`config.mk`:
```
export PLATFORM = sky130hd
export DESIGN_NAME = dmacc_ctrl
export DESIGN_NICKNAME = d
export VERILOG_FILES = /design/src/rtl/dmacc_pkg.sv /design/src/rtl/dmacc_rec_store.sv /design/src/rtl/dmacc_pick.sv /design/src/rtl/dmacc_step.sv /design/src/rtl/dmacc_ctrl.sv
export SDC_FILE = /design/constraint.sdc
export NUM_CORES = 2
export LEC_CHECK = 0
export BUFFER_PORTS_ARGS = -buffer_cell sky130_fd_sc_hd__buf_2
export CELL_PAD_IN_SITES_DETAIL_PLACEMENT = 1
export CELL_PAD_IN_SITES_GLOBAL_PLACEMENT = 1
export CORE_MARGIN = 3
export CORE_UTILIZATION = 53
export CTS_BUF_LIST = sky130_fd_sc_hd__clkbuf_4
export CTS_CLUSTER_SIZE = 10
export DETAILED_ROUTE_END_ITERATION = 6
export PLACE_DENSITY = 0.86
export SYNTH_ARGS = -nofsm -noshare
export SYNTH_HDL_FRONTEND = slang
export SYNTH_SLANG_ARGS = --single-unit
```
`constraint.sdc`:
```
create_clock -name clk -period 8.3 [get_ports clk]
set_input_delay 1.245 -clock clk [delete_from_list [all_inputs] [get_ports clk]]
set_output_delay 1.245 -clock clk [all_outputs]
set_load 0.01 [all_outputs]
```
`src/rtl/dmacc_pkg.sv`:
```
package dmacc_pkg;
   parameter int AW = 16;   // address width
   parameter int CW = 8;    // count width
   parameter int IW = 16;   // signed stride width
   parameter int XW = 8;    // link / chain target field width

   typedef enum logic [3:0] {
      F_SRC = 4'd0, F_DST = 4'd1, F_ACNT = 4'd2, F_BCNT = 4'd3,
      F_BRLD = 4'd4, F_CCNT = 4'd5, F_SBIDX = 4'd6, F_DBIDX = 4'd7,
      F_SCIDX = 4'd8, F_DCIDX = 4'd9, F_OPT = 4'd10
   } fld_e;

   typedef struct packed {
      logic [AW-1:0] src;
      logic [AW-1:0] dst;
      logic [CW-1:0] acnt;
      logic [CW-1:0] bcnt;
      logic [CW-1:0] brld;
      logic [CW-1:0] ccnt;
      logic [IW-1:0] sbidx;
      logic [IW-1:0] dbidx;
      logic [IW-1:0] scidx;
      logic [IW-1:0] dcidx;
      logic          ab;
      logic          lnk_en;
      logic          tc_en;
      logic          itc_en;
      logic [XW-1:0] lnk;
      logic [XW-1:0] tc;
   } rec_t;
endpackage

```
`src/rtl/dmacc_rec_store.sv`:
```
module dmacc_rec_store
   import dmacc_pkg::*;
#(
   parameter int NUM_REC = 8,
   localparam int RIW = $clog2(NUM_REC)
) (
   input  logic           clk,
   input  logic           rst_n,
   input  logic           wr_en,
   input  logic [RIW-1:0] wr_idx,
   input  logic [3:0]     wr_fld,
   input  logic [31:0]    wr_data,
   input  logic           upd_en,
   input  logic [RIW-1:0] upd_idx,
   input  rec_t           upd_rec,
   output rec_t           recs [NUM_REC]
);

   for (genvar i = 0; i < NUM_REC; i++) begin : g_rec
      always_ff @(posedge clk) begin
         if (!rst_n) begin
            recs[i] <= '0;
         end else if (upd_en && upd_idx == RIW'(i)) begin
            recs[i] <= upd_rec;
         end else if (wr_en && wr_idx == RIW'(i)) begin
            case (wr_fld)
               F_SRC:   recs[i].src   <= wr_data[AW-1:0];
               F_DST:   recs[i].dst   <= wr_data[AW-1:0];
               F_ACNT:  recs[i].acnt  <= wr_data[CW-1:0];
               F_BCNT:  recs[i].bcnt  <= wr_data[CW-1:0];
               F_BRLD:  recs[i].brld  <= wr_data[CW-1:0];
               F_CCNT:  recs[i].ccnt  <= wr_data[CW-1:0];
               F_SBIDX: recs[i].sbidx <= wr_data[IW-1:0];
               F_DBIDX: recs[i].dbidx <= wr_data[IW-1:0];
               F_SCIDX: recs[i].scidx <= wr_data[IW-1:0];
               F_DCIDX: recs[i].dcidx <= wr_data[IW-1:0];
               F_OPT: begin
                  recs[i].ab     <= wr_data[0];
                  recs[i].lnk_en <= wr_data[1];
                  recs[i].tc_en  <= wr_data[2];
                  recs[i].itc_en <= wr_data[3];
                  recs[i].lnk    <= wr_data[8 +: XW];
                  recs[i].tc     <= wr_data[16 +: XW];
               end
               default: ;
            endcase
         end
      end
   end

endmodule

```
`src/rtl/dmacc_pick.sv`:
```
module dmacc_pick #(
   parameter int N = 4,
   localparam int IXW = $clog2(N)
) (
   input  logic [N-1:0]   pend,
   output logic           any,
   output logic [IXW-1:0] idx
);

   always_comb begin
      any = |pend;
      idx = '0;
      for (int i = N - 1; i >= 0; i--) begin
         if (pend[i]) idx = IXW'(i);
      end
   end

endmodule

```
`src/rtl/dmacc_step.sv`:
```
module dmacc_step
   import dmacc_pkg::*;
#(
   parameter bit A_MODE_EN = 1'b1
) (
   input  rec_t          cur,
   input  logic [AW-1:0] soff,
   input  logic [AW-1:0] doff,
   output rec_t          nxt,
   output logic [AW-1:0] nsoff,
   output logic [AW-1:0] ndoff,
   output logic          last,
   output logic [AW-1:0] o_src,
   output logic [AW-1:0] o_dst,
   output logic [CW-1:0] o_bcnt,
   output logic [IW-1:0] o_sb,
   output logic [IW-1:0] o_db
);

   function automatic logic [AW-1:0] sx(input logic [IW-1:0] v);
      return AW'($signed(v));
   endfunction

   logic a_mode;
   if (A_MODE_EN) begin : g_amode
      assign a_mode = ~cur.ab;
   end else begin : g_abonly
      assign a_mode = 1'b0;
   end

   always_comb begin
      nxt   = cur;
      nsoff = soff;
      ndoff = doff;
      if (a_mode) begin
         o_src  = cur.src + soff;
         o_dst  = cur.dst + doff;
         o_bcnt = CW'(1);
         o_sb   = '0;
         o_db   = '0;
         if (cur.bcnt == CW'(1)) begin
            nxt.bcnt = cur.brld;
            nxt.ccnt = cur.ccnt - CW'(1);
            nxt.src  = cur.src + sx(cur.scidx);
            nxt.dst  = cur.dst + sx(cur.dcidx);
            nsoff    = '0;
            ndoff    = '0;
            last     = (cur.ccnt == CW'(1));
         end else begin
            nxt.bcnt = cur.bcnt - CW'(1);
            nsoff    = soff + sx(cur.sbidx);
            ndoff    = doff + sx(cur.dbidx);
            last     = 1'b0;
         end
      end else begin
         o_src    = cur.src;
         o_dst    = cur.dst;
         o_bcnt   = cur.bcnt;
         o_sb     = cur.sbidx;
         o_db     = cur.dbidx;
         nxt.src  = cur.src + sx(cur.scidx);
         nxt.dst  = cur.dst + sx(cur.dcidx);
         nxt.ccnt = cur.ccnt - CW'(1);
         last     = (cur.ccnt == CW'(1));
      end
   end

endmodule

```
`src/rtl/dmacc_ctrl.sv`:
```
module dmacc_ctrl
   import dmacc_pkg::*;
#(
   parameter int NUM_CH    = 4,
   parameter int NUM_REC   = 8,
   parameter bit A_MODE_EN = 1'b1
) (
   input  logic                       clk,
   input  logic                       rst_n,
   input  logic [NUM_CH-1:0]          evt,
   input  logic                       wr_en,
   input  logic [$clog2(NUM_REC)-1:0] wr_idx,
   input  logic [3:0]                 wr_fld,
   input  logic [31:0]                wr_data,
   output logic                       req_valid,
   input  logic                       req_ready,
   output logic [$clog2(NUM_CH)-1:0]  req_ch,
   output logic [AW-1:0]              req_src,
   output logic [AW-1:0]              req_dst,
   output logic [CW-1:0]              req_acnt,
   output logic [CW-1:0]              req_bcnt,
   output logic [IW-1:0]              req_sbidx,
   output logic [IW-1:0]              req_dbidx,
   output logic                       done_valid,
   output logic [$clog2(NUM_CH)-1:0]  done_ch,
   output logic                       chain_valid,
   output logic [$clog2(NUM_CH)-1:0]  chain_ch,
   output logic [NUM_CH-1:0]          err_flag
);

   localparam int CHW = $clog2(NUM_CH);
   localparam int RIW = $clog2(NUM_REC);

   if (NUM_CH < 2 || (NUM_CH & (NUM_CH - 1)) != 0) begin : g_bad_ch
      $error("NUM_CH must be a power of two, at least 2");
   end
   if (NUM_REC < NUM_CH || (NUM_REC & (NUM_REC - 1)) != 0 || RIW > XW) begin : g_bad_rec
      $error("NUM_REC must be a power of two, at least NUM_CH, addressable by the link field");
   end
   if (AW > 32 || IW > 32 || CW > 32 || CHW > XW) begin : g_bad_w
      $error("field widths exceed the write port");
   end

   rec_t              recs [NUM_REC];
   logic [NUM_CH-1:0] pend_q;
   logic              busy_q;
   logic [CHW-1:0]    cur_q;
   logic [AW-1:0]     soff_q [NUM_CH];
   logic [AW-1:0]     doff_q [NUM_CH];

   logic              any;
   logic [CHW-1:0]    pidx;
   rec_t              live, cand, nxt, upd_rec;
   logic [AW-1:0]     nsoff, ndoff;
   logic              last, hs, cand_null, chain_fire;
   logic [CHW-1:0]    tgt;

   dmacc_rec_store #(.NUM_REC(NUM_REC)) u_store (
      .clk     (clk),
      .rst_n   (rst_n),
      .wr_en   (wr_en),
      .wr_idx  (wr_idx),
      .wr_fld  (wr_fld),
      .wr_data (wr_data),
      .upd_en  (hs),
      .upd_idx (RIW'(cur_q)),
      .upd_rec (upd_rec),
      .recs    (recs)
   );

   dmacc_pick #(.N(NUM_CH)) u_pick (
      .pend (pend_q),
      .any  (any),
      .idx  (pidx)
   );

   dmacc_step #(.A_MODE_EN(A_MODE_EN)) u_step (
      .cur    (live),
      .soff   (soff_q[cur_q]),
      .doff   (doff_q[cur_q]),
      .nxt    (nxt),
      .nsoff  (nsoff),
      .ndoff  (ndoff),
      .last   (last),
      .o_src  (req_src),
      .o_dst  (req_dst),
      .o_bcnt (req_bcnt),
      .o_sb   (req_sbidx),
      .o_db   (req_dbidx)
   );

   assign live       = recs[RIW'(cur_q)];
   assign cand       = recs[RIW'(pidx)];
   assign cand_null  = (cand.acnt == '0) || (cand.bcnt == '0) || (cand.ccnt == '0);
   assign hs         = busy_q && req_ready;
   assign tgt        = live.tc[CHW-1:0];
   assign chain_fire = hs && (last ? live.tc_en : live.itc_en);
   assign upd_rec    = !last ? nxt : (live.lnk_en ? recs[live.lnk[RIW-1:0]] : '0);

   assign req_valid  = busy_q;
   assign req_ch     = cur_q;
   assign req_acnt   = live.acnt;

   always_ff @(posedge clk) begin
      if (!rst_n) begin
         pend_q      <= '0;
         busy_q      <= 1'b0;
         cur_q       <= '0;
         err_flag    <= '0;
         done_valid  <= 1'b0;
         done_ch     <= '0;
         chain_valid <= 1'b0;
         chain_ch    <= '0;
         for (int i = 0; i < NUM_CH; i++) begin
            soff_q[i] <= '0;
            doff_q[i] <= '0;
         end
      end else begin
         pend_q <= (pend_q & ~((!busy_q && any) ? (NUM_CH'(1) << pidx) : '0))
                   | evt | (chain_fire ? (NUM_CH'(1) << tgt) : '0);

         for (int i = 0; i < NUM_CH; i++) begin
            if (wr_en && wr_idx == RIW'(i)) err_flag[i] <= 1'b0;
         end

         if (!busy_q && any) begin
            if (cand_null) begin
               err_flag[pidx] <= 1'b1;
            end else begin
               busy_q <= 1'b1;
               cur_q  <= pidx;
            end
         end else if (hs) begin
            busy_q <= 1'b0;
         end

         if (hs) begin
            soff_q[cur_q] <= last ? '0 : nsoff;
            doff_q[cur_q] <= last ? '0 : ndoff;
         end

         done_valid  <= hs && last;
         done_ch     <= cur_q;
         chain_valid <= chain_fire;
         chain_ch    <= tgt;
      end
   end

endmodule

```
After elaboration in Yosys (flattened, before gate mapping)
Memories as Yosys holds them, arrays and structs flattened. A register that Yosys moved wholly into a read port is not among the register bits. Cells that the tools add are included.

Register bits after elaboration: 1201. Memory bits (writable): 128. Input port bits: 47. Output and inout bits: 93. Logic and storage cells: 438. Memories kept: 2.

Add/subtract/negate cells: 8. Order comparisons: 5. Eq/ne operators: 23. Shifts and indexed selects: 2. Mux-type cells: 85. Bitwise logic cells: 9. Reductions and logical operators: 168.

Memories: doff_q (words 4, width 16, rd ports 1, clocked after memory_dff 1, wr ports 4, RTL line dmacc_ctrl.sv:49) `logic [AW-1:0] doff_q [NUM_CH];`; soff_q (words 4, width 16, rd ports 1, clocked after memory_dff 1, wr ports 4, RTL line dmacc_ctrl.sv:48) `logic [AW-1:0] soff_q [NUM_CH];`.

Operator list (count): 148-bit 2-to-1 mux (14); 148-bit binary-select mux with 3-bit select (3); 16-bit 2-to-1 mux (18); 116-bit 2-to-1 mux (2); 2-bit AND reduction (90); 2-bit nonzero test (49); 16-bit adder (6); 8-bit 2-to-1 mux (9); 32-bit 2-to-1 mux (2); 16-bit OR reduction (2); 8-bit zero test (3); 1-bit 2-to-1 mux (21); 2-bit 2-to-1 mux (10); 20-bit 2-to-1 mux (1); 1-bit logical AND (17); 4-bit by 3-bit equality test with 1-bit output, second input constant (4); 8-bit by 1-bit equality test with 1-bit output, second input constant (2); 4-bit 2-to-1 mux (4); 8-bit by 1-bit subtractor with 8-bit output, second input constant (2); 3-bit equality test, second input constant (4); 4-bit equality test, second input constant (3); 4-bit >= comparator, second input constant (3); 4-bit OR (3); 4-bit by 2-bit equality test with 1-bit output, second input constant (2); 20 further kinds (26).

Depth between registers and ports, before layout
Depth in word-level cells: 15. Gate-level depth with buffers: 19. Mapped depth without buffers: 12.

Modules after synthesis
From an unflattened synthesis, not the netlist that was laid out.

Cells, all modules: 9925. Area, all modules: 80407.1 µm².

Modules (own cells, without submodules): dmacc_rec_store (instances 1, cells an instance 5893, area an instance 52805.6 µm², seq. area each 23702.7 µm²); dmacc_ctrl (instances 1, cells an instance 3051, area an instance 20991.4 µm², seq. area each 4224.1 µm²); dmacc_step (instances 1, cells an instance 974, area an instance 6575.1 µm², seq. area each 0.0 µm²); dmacc_pick (instances 1, cells an instance 7, area an instance 35.0 µm², seq. area each 0.0 µm²).

Least setup slack after synthesis
Ideal clock, no wire load.

Path type: reg-to-output. Start point: register cur_q[0] (netlist: req_ch[0]). End point: output req_dst[15]. Arrival: 4.349 ns. Required time: 7.055 ns. Path slack: 2.706 ns. Stages on the path, launching flop included: 17. Buffers on the path: 6. Cell sequence: dfxtp_1 buf_2 buf_6 buf_4 buf_4 buf_2 buf_2 mux4_2 ha_1 a211oi_1 nor2_1 o41ai_1 a211oi_1 o41ai_1 o41ai_1 a41oi_1 xnor2_1.

Cells in the longest elaborated chain, start to end: 6.

Ends and longest elaborated chain: start, declared (RTL line dmacc_ctrl.sv:47) `logic [CHW-1:0] cur_q;`; start signal, assigned (RTL line dmacc_ctrl.sv:131) `cur_q <= pidx;`; 2-bit NOT with 4-bit output (implied by the code) (*) (RTL line dmacc_ctrl.sv:92) `assign live = recs[RIW'(cur_q)];`; 148-bit binary-select mux with 3-bit select (*) (RTL line dmacc_ctrl.sv:92); 148-bit 2-to-1 mux (implied by the code) (*) (2 in series) (RTL line dmacc_ctrl.sv:92); 16-bit adder (RTL line dmacc_step.sv:37) `o_dst = cur.dst + doff;`; 16-bit 2-to-1 mux (*) (RTL line dmacc_step.sv:35) `if (a_mode) begin`; end, declared (RTL line dmacc_ctrl.sv:19) `output logic [AW-1:0] req_dst,`.

Mark *: on every way between the ends. The rest lies on a longest branch, timed or not. The select of a mux whose other input is x is not followed.

==> out/summary.md <==
## Outcome
- finished, violations left — status
- DRC — failing checks

## Layout
- 9038 — Final nets
- 7.36% — synthesis-to-layout area growth
- 12.2% — fraction of layout instances using a drive strength above 1
- 10880 — count of placed standard cells in the final layout, fillers left out
- 57.8% — fraction of the core area covered by cells at the end of the flow
- 26200 um^2 — Reg area
- 16221 — total of fill cells in the finished design
- 40500 um^2 — area used by multi-input combinational logic

## Timing
- 0.126 GHz — Highest Clock Rate
- 0 — Final Slew Violations
- 0 — final setup vio count
- 0 — final count of hold timing violations
- no — RSZ-0062 raised after global routing
- 0.338 ns — min setup slack post-route
- 0.101 ns — Clock Skews
- 0 ns — aggregate negative setup slack
- 5.28% — Slew HR
- 7.96 ns — crit path time final
- 1.42 ns — actual slew at the worst max-slew pin
- 95.9% — crit share post-route

## Yosys
- 9157 — instance count of the mapped netlist
- 1243 — Yosys reg bits
- 128 — Post-synth EDFFs
- 0 — number of warnings issued by yosys
- 7.68 um^2 — Syn Area/Cell
- 93 — number of library cell types mapped by synthesis
- 70300 um^2 — Mapped Area
- 9304 — post-synthesis net count
- 0% — share of synthesized flip-flops with an asynchronous set or reset
- dfxtp_1 — top_reg_cell synth
- 37.2% — portion of the post-synthesis area used by sequential elements

## Critical path
- output pin — endpoint type of the worst setup path
- compound AO/OA/AOI/OAI gates — cell type group with the largest total delay on the critical path
- 0.98 ns — worst stage delay on the critical path
- 12 — r2r worst-path depth
- req_ch[0] — FF-to-FF Start
- mux4_2 -> ha_1 -> a211oi_1 -> nor2_1 -> o41ai_1 -> a2111oi_0 -> o41ai_1 -> a22oi_1 -> o21ai_0 -> xor2_1 -> buf_2 — cell chain of the critical path
- flop — startpoint type of the worst setup path
- 2.53 ns — setup slack, reg-to-reg
- 11 — Levels on crit path
- reg2out — type of the worst setup path
- 6.72 ns — endpoint arrival time on the critical path
- o41ai_1 — most repeated library cell on the critical path
- u_store.recs[1006] — Reg-to-Reg End
- 22 — Crit Path Max Fanout
- 7.05 ns — critical path data required time
- 1 — count of buffering cells on the critical path with inverters included
- dfxtp_2 — critical-path cell with the highest stage delay

## Pwr
- 0.141 mV — IR Drop Worst-Case VDD
- 166 nW/um^2 — pwr/cell area
- 0.0262 uW — LEAKAGE

## Hold path
- 3 — worst hold path stage count
- in2reg — worst hold path class
- evt[1] — Min-Delay Startpoint
- pend_q[1] — Worst Hold Path EP

## Clock tree
- 0 — post-cts hold buffer count
- 0.07 ns — clock slew at the register clock pins of the worst setup and hold paths
- 4 — maximum clock insertion buffer count
- built — CTS tree
- 0 — post-CTS setup-driven buffer insertion count
- 5 — H-Tree Depth
- 1.39 ns — clk_lat worst skew
- 365 — number of buffers added by the clock tree synthesis step
- 1243 — number of sinks handled by clock tree synthesis
- 0 — Resized Gates After CTS
- clkbuf_4 — clock tree root driver cell

## Job
- 0 — total of max-cap violations

## Global route
- 42.1% — GRT Util Overall
- 76125 — number of global-route vias before repair
- 453000 um — first-pass GRT wire length
- 231 — maximum number of pins on one net before global-route repair
- 21 — initial antenna violation count
- 0 — total gr overflow

## Place
- 174000 um — half-perimeter wire length after placement
- 2.17 ns — post-place setup slack
- 125 — count of buffers from port buffering
- 10266 — cell total after placement
- 0.916 — routability-driven placement congestion ratio

## Detailed routing
- 1 — number of remaining DRC errors
- 8921 — DR iter-0 viols
- 298000 um — total detailed-routing wirelength
- 0 — Final ANT Viol Nets
- 27.4 um — Routed WL per cell
- 7 — number of iterations in the first detailed-routing pass
- 6.94 — average via count per standard cell
- 75546 — via count of the routed design

## Floorplanning
- 53.8% — Starting Density
- 140 — top-level port count
- 132 — FP Rows
- 370 um — Horiz. Die Dim
- 131000 um^2 — Placeable Area
- 370 um — height of the die
- 137000 um^2 — Die Footprint

power breakdown:
| group | internal [uW] | total [uW] | switching (uW) | leakage (uW) |
|---|---|---|---|---|
| Combinational | 113 | 586 | 473 | 0.0133 |
| Clock | 2950 | 5790 | 2840 | 0.00259 |
| Sequential | 6100 | 6120 | 24.7 | 0.0103 |
| Total | 9160 | 12500 | 3340 | 0.0262 |
cells in the mapped netlist (14+ instances only):
| master | number | share of area (%) |
|---|---|---|
| a21oi_1 | 641 | 4.6 |
| xor2_1 | 26 | 0.32 |
| nor4_1 | 24 | 0.21 |
| o41ai_1 | 14 | 0.17 |
| o21a_1 | 47 | 0.50 |
| edfxtp_1 | 128 | 5.5 |
| a21o_1 | 17 | 0.18 |
| a211oi_1 | 251 | 2.7 |
| nand2_1 | 2417 | 13 |
| clkbuf_1 | 719 | 3.8 |
| ha_1 | 94 | 1.7 |
| buf_1 | 87 | 0.46 |
| nand2b_1 | 26 | 0.23 |
| xnor2_1 | 19 | 0.24 |
| and2_1 | 72 | 0.64 |
| o21ai_1 | 80 | 0.57 |
| dfxtp_1 | 1115 | 32 |
| nor2b_1 | 122 | 1.1 |
| nor3_1 | 56 | 0.40 |
| o21ai_0 | 102 | 0.73 |
| mux4_2 | 169 | 5.4 |
| or3_1 | 22 | 0.20 |
| nor2_1 | 667 | 3.6 |
| a31oi_1 | 135 | 1.2 |
| o2111ai_1 | 28 | 0.35 |
| inv_1 | 71 | 0.38 |
| buf_2 | 79 | 0.56 |
| mux2i_1 | 174 | 2.5 |
| mux2_2 | 29 | 0.46 |
| o211a_1 | 91 | 1.3 |
| nand3_1 | 915 | 6.5 |
| a311oi_1 | 455 | 5.7 |
| o31ai_1 | 21 | 0.22 |
| and3_1 | 33 | 0.29 |
worst max-delay path by stage:
stage | from | to | slack [ns]
2_1_floorplan | req_ch[0] | req_dst[15] | 2.71
3_3_place_gp | flop | req_src[15] | 2.25
3_5_place_dp | flop | req_src[15] | 2.17
4_1_cts | flop | req_src[15] | 0.54
5_1_grt | flop | req_src[15] | 0.08
6_report | flop | req_src[15] | 0.34
state kept, by name, summed over array words and instances (netlist names), named ones only:
register	flops
doff_q	64
done_valid	1
chain_ch	2
u_store.recs	1096
req_valid	1
done_ch	2
chain_valid	1
pend_q	4
err_flag	4
soff_q	64
req_ch	2
cells by family (layout without fill, tap and decap cells):
group | Yosys count | count (layout) | share of synthesized area (%)
AND/OR/NAND/NOR | 4410 | 4410 | 26.7
AO/OA/AOI/OAI | 2011 | 2011 | 19.9
flip-flops | 1243 | 1243 | 37.2
buffers and inverters | 974 | 942 | 5.46
multiplexers | 374 | 374 | 8.39
adder cells (fa/ha/maj) | 100 | 100 | 1.84
XOR/XNOR | 45 | 45 | 0.561
other | 0 | 13 | 0
worst register-to-register path, cell delays in order (launching register included):
cell	delay (ns)
dfxtp_4	0.80
buf_12	0.56
mux4_2	0.62
inv_1	0.13
ha_1	0.17
nor3b_2	0.27
nand2_1	0.10
buf_4	0.24
nor2_2	0.71
nand2_1	0.95
o221ai_1	0.74
nor2_1	0.10
a311oi_1	0.29
final cells by class:
class                   instances  share of cell area [%]
well taps                    1742                    2.89
flip-flops and latches       1243                    34.7
multi-input cells            6940                    53.7
clock inverters                72                   0.439
repair buffers                269                    2.61
inverters                      72                   0.368
diodes                         13                  0.0431
clock buffers                 529                    5.26
stage by stage:
step                      hold slack [ns]  power, uW  instance area [um^2]
after detailed placement            0.444       6810                 71100
after global routing                0.132      12900                 75400
final                               0.153      12500                 75500
after global placement              0.437       6790                 71100
after floorplan                     0.432       6580                 70300
after CTS                          0.0728      12500                 75400
cells in the final DEF (no fill, tap or decap), drive strengths merged, types with 16 or more instances in the layout:
master and count:
and2 74, clkinv 64, o31ai 21, mux2 30, nor2b 122, nand2b 26, a21oi 641, nor4 28
and3 33, nand2 2418, o2111ai 28, a31oi 135, dfxtp 1115, xnor2 19, a211oi 255, o22ai 20
o211a 91, a311oi 455, o21a 48, or3 22, a21o 17, mux2i 175, ha 94, buf 269
o21ai 194, xor2 26, nor3 57, mux4 169, nor2 673, nand3 915, clkbuf 529, inv 77
edfxtp 128, o41ai 16
routing by layer:
layer  wire length (um)  GRT usage, %
met5                 93             0
met4              20400          27.3
met3              32500          9.89
met2             132000          65.6
met1             113000          52.3
(Power assumes the default switching activity.)
